<file path="src/rtl/bcd_divn_pkg.sv">
package bcd_divn_pkg;

    localparam int DIG_W = 4;
    localparam logic [DIG_W-1:0] DIG_MAX = 4'd9;

    typedef logic [DIG_W-1:0] digit_t;

    typedef struct packed {
        digit_t cnt;
    } cell_state_t;

    function automatic digit_t clamp_digit(input digit_t d);
        return (d > DIG_MAX) ? DIG_MAX : d;
    endfunction

endpackage

</file>
<file path="src/rtl/bcd_divn_load.sv">
// Turns the program word into the reload value N-1, as BCD digits.
module bcd_divn_load
    import bcd_divn_pkg::*;
#(
    parameter int PROG_W = 10,
    parameter int NDIG   = 3,
    parameter int TOP_W  = 2
) (
    input  logic [PROG_W-1:0]     prog,
    output logic [DIG_W*NDIG-1:0] load_flat
);

    digit_t dig   [NDIG];
    digit_t dec   [NDIG];
    logic   upper_zero;
    logic   tiny;
    logic   borrow;

    always_comb begin
        for (int i = 0; i < NDIG; i++) begin
            digit_t raw;
            raw = '0;
            if (i == NDIG - 1) begin
                raw[TOP_W-1:0] = prog[PROG_W-1 -: TOP_W];
            end else begin
                raw = prog[DIG_W*i +: DIG_W];
            end
            dig[i] = clamp_digit(raw);
        end

        // Moduli 0 and 1 are raised to 2, which means a reload value of 1.
        upper_zero = 1'b1;
        for (int i = 1; i < NDIG; i++) begin
            if (dig[i] != '0) upper_zero = 1'b0;
        end
        tiny = upper_zero && (dig[0] < 4'd2);

        // Decimal decrement through the borrow chain.
        borrow = 1'b1;
        for (int i = 0; i < NDIG; i++) begin
            if (!borrow) begin
                dec[i] = dig[i];
            end else if (dig[i] == '0) begin
                dec[i] = DIG_MAX;
            end else begin
                dec[i] = dig[i] - 4'd1;
                borrow = 1'b0;
            end
        end

        for (int i = 0; i < NDIG; i++) begin
            if (tiny) begin
                load_flat[DIG_W*i +: DIG_W] = (i == 0) ? 4'd1 : 4'd0;
            end else begin
                load_flat[DIG_W*i +: DIG_W] = dec[i];
            end
        end
    end

endmodule

</file>
<file path="src/rtl/bcd_decade_cell.sv">
// One decimal digit of the down-counter: it wraps from 0 to 9 and borrows from the next digit up.
module bcd_decade_cell
    import bcd_divn_pkg::*;
(
    input  logic   clk,
    input  logic   rst,
    input  logic   load,
    input  digit_t load_val,
    input  logic   dec_in,
    output digit_t cnt,
    output logic   borrow_out
);

    cell_state_t st_d, st_q;

    always_comb begin
        st_d = st_q;
        if (rst || load) begin
            st_d.cnt = load_val;
        end else if (dec_in) begin
            st_d.cnt = (st_q.cnt == '0) ? DIG_MAX : st_q.cnt - 4'd1;
        end
    end

    always_ff @(posedge clk) begin
        st_q <= st_d;
    end

    assign cnt        = st_q.cnt;
    assign borrow_out = dec_in && (st_q.cnt == '0);

endmodule

</file>
<file path="src/rtl/bcd_divn.sv">
module bcd_divn
    import bcd_divn_pkg::*;
#(
    parameter int PROG_W = 10
) (
    input  logic              clk,
    input  logic              rst,
    input  logic [PROG_W-1:0] prog,
    output logic              div_out
);

    localparam int NDIG   = (PROG_W + DIG_W - 1) / DIG_W;
    localparam int TOP_W  = PROG_W - DIG_W * (NDIG - 1);
    localparam int FLAT_W = DIG_W * NDIG;

    logic [FLAT_W-1:0] load_flat;
    logic [FLAT_W-1:0] cnt_flat;
    logic [NDIG:0]     chain;
    logic              all_zero;

    bcd_divn_load #(
        .PROG_W (PROG_W),
        .NDIG   (NDIG),
        .TOP_W  (TOP_W)
    ) u_load (
        .prog      (prog),
        .load_flat (load_flat)
    );

    assign chain[0] = 1'b1;

    for (genvar g = 0; g < NDIG; g++) begin : g_dig
        bcd_decade_cell u_cell (
            .clk        (clk),
            .rst        (rst),
            .load       (all_zero),
            .load_val   (load_flat[DIG_W*g +: DIG_W]),
            .dec_in     (chain[g]),
            .cnt        (cnt_flat[DIG_W*g +: DIG_W]),
            .borrow_out (chain[g+1])
        );
    end

    assign all_zero = (cnt_flat == '0);
    assign div_out  = all_zero && !rst;

endmodule

</file>
<file path="config.mk">
export PLATFORM = sky130hd
export DESIGN_NAME = bcd_divn
export DESIGN_NICKNAME = d
export VERILOG_FILES = /design/src/rtl/bcd_divn_pkg.sv /design/src/rtl/bcd_divn_load.sv /design/src/rtl/bcd_decade_cell.sv /design/src/rtl/bcd_divn.sv
export SDC_FILE = /design/constraint.sdc
export NUM_CORES = 1
export LEC_CHECK = 0
export CORE_ASPECT_RATIO = 0.5
export CORE_MARGIN = 2
export CORE_UTILIZATION = 25
export DETAILED_ROUTE_END_ITERATION = 10
export DONT_BUFFER_PORTS = 1
export SYNTH_ARGS = -nofsm -noshare
export SYNTH_HDL_FRONTEND = slang
export SYNTH_SLANG_ARGS = --single-unit
</file>
<file path="constraint.sdc">
create_clock -name clk -period 2.4 [get_ports clk]
set_input_delay 0.12 -clock clk [delete_from_list [all_inputs] [get_ports clk]]
set_output_delay 0.12 -clock clk [all_outputs]
set_load 0.03 [all_outputs]
</file>
==> qor.csv <==
metric,value,unit
place_hpwl,1520,µm
fillCellCount,374,
synth_area,919.6,µm²
p_leak,0.3034,nW
gp_congestion,0.7248,
grt_overflow,0,
syn_avg_cell_area,9.481,µm²
setup_ws,0.3925,ns
cts_hold_buf,0,
period_share,0.8365,
fin_crit,2.008,ns
io_pins,13,
synthCells,97,
wl,1900,µm
yosysUniqueCellTypes,42,
antenna-diode-count,0,
final_nets,114,
drtIter0Drc,34,
maxSlewHeadroom,0.6294,
grt_use_total,0.09463,
synth-seq-cells,12,
grt_max_degree,13,
yosysSeqAreaShare,0.3483,
drc_errors,0,
post_cts_buffers,0,
drtPass1Iterations,4,
drv_cap,0,
grt_first_pass_wirelength,3132,µm
rows,15,
worst_slew_pin_slew,0.5538,ns
startpoint_type,primary input,
io_buffers,0,
start_util,0.2649,
place_ws,0.1530,ns
route.vias.total,797,
power.density,574.4,nW/µm²
crit_type,primary input to register,
fp.dieH,46.89,µm
fin_tns_setup,0,ns
hold_class,primary input to register,
fin_util,0.2926,
largest_reg_flops,12,
slew_viol_final,0,
instances_no_fill,150,
hold_slack,0.06952,ns
syn_nets,111,
via_per_inst,5.313,
htreeDepth,1,
clock_path_buffers,2,
cts_sinks,12,
design_area,1016,µm²
finalHoldViolCount,0,
grt_pass1_vias,703,
peakVddDrop,0.4157,mV
regArea,320.3,µm²
placement.cell_area,970.9,µm²
cts.clk_slew.worst_paths,0.05,ns
cts_root_buf,clkbuf_8,
fmax,498.1,MHz
dp.cells,146,
cp.required,2.49,ns
die-area,4209,µm²
drtAntennaViolNets,0,
synth_warnings,0,
critPathMaxFanout,5,
end_kind,register,
coreArea,3472,µm²
grt_setup_unrepaired,no,
drive_gt1_frac,0.1818,
die_x,89.78,µm
outcome,finished clean,
antenna_found_initial,0,
multiInputGateArea,575.6,µm²
cts_buffers,3,
wire_per_inst,12.67,µm
clock_latency,0.24,ns
arrival,2.10,ns
cts_tree,built,
finalSetupViolations,0,
power.total,0.5836,mW
cts_resized,0,
fin_worst_skew,0.003681,ns
area_delta_synth_final,10.48,%
cell usage after synthesis:
| master | count | area [µm²] |
|---|---|---|
| o31a_1 | 2 | 17.52 |
| nor4_2 | 3 | 37.54 |
| nand3_1 | 4 | 20.02 |
| o31ai_1 | 4 | 30.03 |
| o22ai_1 | 1 | 6.260 |
| or4_4 | 1 | 11.26 |
| a32oi_1 | 1 | 8.760 |
| a21o_2 | 1 | 8.760 |
| nor4b_1 | 1 | 8.760 |
| nand2_1 | 2 | 7.510 |
| a31oi_1 | 2 | 12.51 |
| or4b_2 | 1 | 10.01 |
| a31o_2 | 1 | 8.760 |
| nor3_1 | 3 | 15.01 |
| or3_1 | 2 | 12.51 |
| and4bb_2 | 1 | 12.51 |
| o21a_1 | 3 | 22.52 |
| or3_4 | 1 | 11.26 |
| or3b_1 | 1 | 8.760 |
| a211oi_1 | 2 | 15.01 |
| clkbuf_1 | 1 | 3.750 |
| o21ai_0 | 8 | 40.04 |
| nand2b_1 | 2 | 12.51 |
| nor2_1 | 7 | 26.28 |
| o41ai_1 | 1 | 8.760 |
| nor3b_1 | 2 | 15.01 |
| nor4_4 | 1 | 21.27 |
| ha_1 | 2 | 25.02 |
| inv_1 | 1 | 3.750 |
| a21o_1 | 1 | 7.510 |
| o21bai_1 | 3 | 22.52 |
| edfxtp_1 | 8 | 240.2 |
| or2_2 | 3 | 18.77 |
| buf_2 | 1 | 5.000 |
| xnor2_1 | 2 | 17.52 |
| nand3b_1 | 1 | 7.510 |
| a211oi_2 | 1 | 12.51 |
| a21oi_1 | 8 | 40.04 |
| nor4_1 | 1 | 6.260 |
| a2bb2oi_1 | 1 | 8.760 |
| buf_6 | 1 | 11.26 |
| dfxtp_1 | 4 | 80.08 |
layout make-up:
class	count	area share
multi-input combinational	81	0.5665
clock buffer	4	0.04434
sequential	12	0.3153
tap	51	0.06281
timing repair buffer	1	0.007389
inverter	1	0.003695
critical path: stages:
cell,delay (ns)
or2_2,0.31
a21oi_1,0.26
ha_1,0.24
or3b_1,0.45
or3_4,0.41
a211oi_2,0.19
o21bai_1,0.13
layout by cell type, fill, tap and decap left out, types with 4 or more instances in the layout:
master,Yosys,final
nand3_1,4,4
o31ai_1,4,4
o21ai_0,8,8
nor2_1,7,7
a21oi_1,8,8
dfxtp_1,4,4
edfxtp_1,8,8
routing by layer:
layer,GRT usage,share of wire,vias up
li1,-,-,397
met1,0.1104,0.47,385
met2,0.1788,0.48,13
met3,0.02889,0.039,2
met4,0.02769,0.0063,0
met5,0,0,-
cells by family (layout without fill, tap and decap cells):
logic type      after synthesis  after routing  synth area share
compound gates               40             40            0.2939
xor+xnor                      2              2           0.01905
fa+ha+maj                     2              2           0.02721
buf+inv                       4              6           0.02584
flops                        12             12            0.3483
simple gates                 37             37            0.2857
report_power, final:
group          total [mW]  switching, mW  leakage (nW)  internal (mW)
clock network       0.187         0.0700        0.0228          0.117
registers           0.290         0.0376         0.114          0.253
logic               0.106         0.0504         0.166         0.0561
path summary, 6_finish.rpt:
kind,cells after the start,slack (ns),to,from
hold / removal,1,0.07,g_dig[2].u_cell.cnt[2],rst
setup / recovery,7,0.39,g_dig[2].u_cell.cnt[0],prog[2]
setup reg to reg,4,0.53,g_dig[0].u_cell.cnt[0],g_dig[2].u_cell.cnt[1]
hold reg to reg,1,0.58,g_dig[0].u_cell.cnt[0],g_dig[0].u_cell.cnt[0]
(Power assumes the default switching activity.)
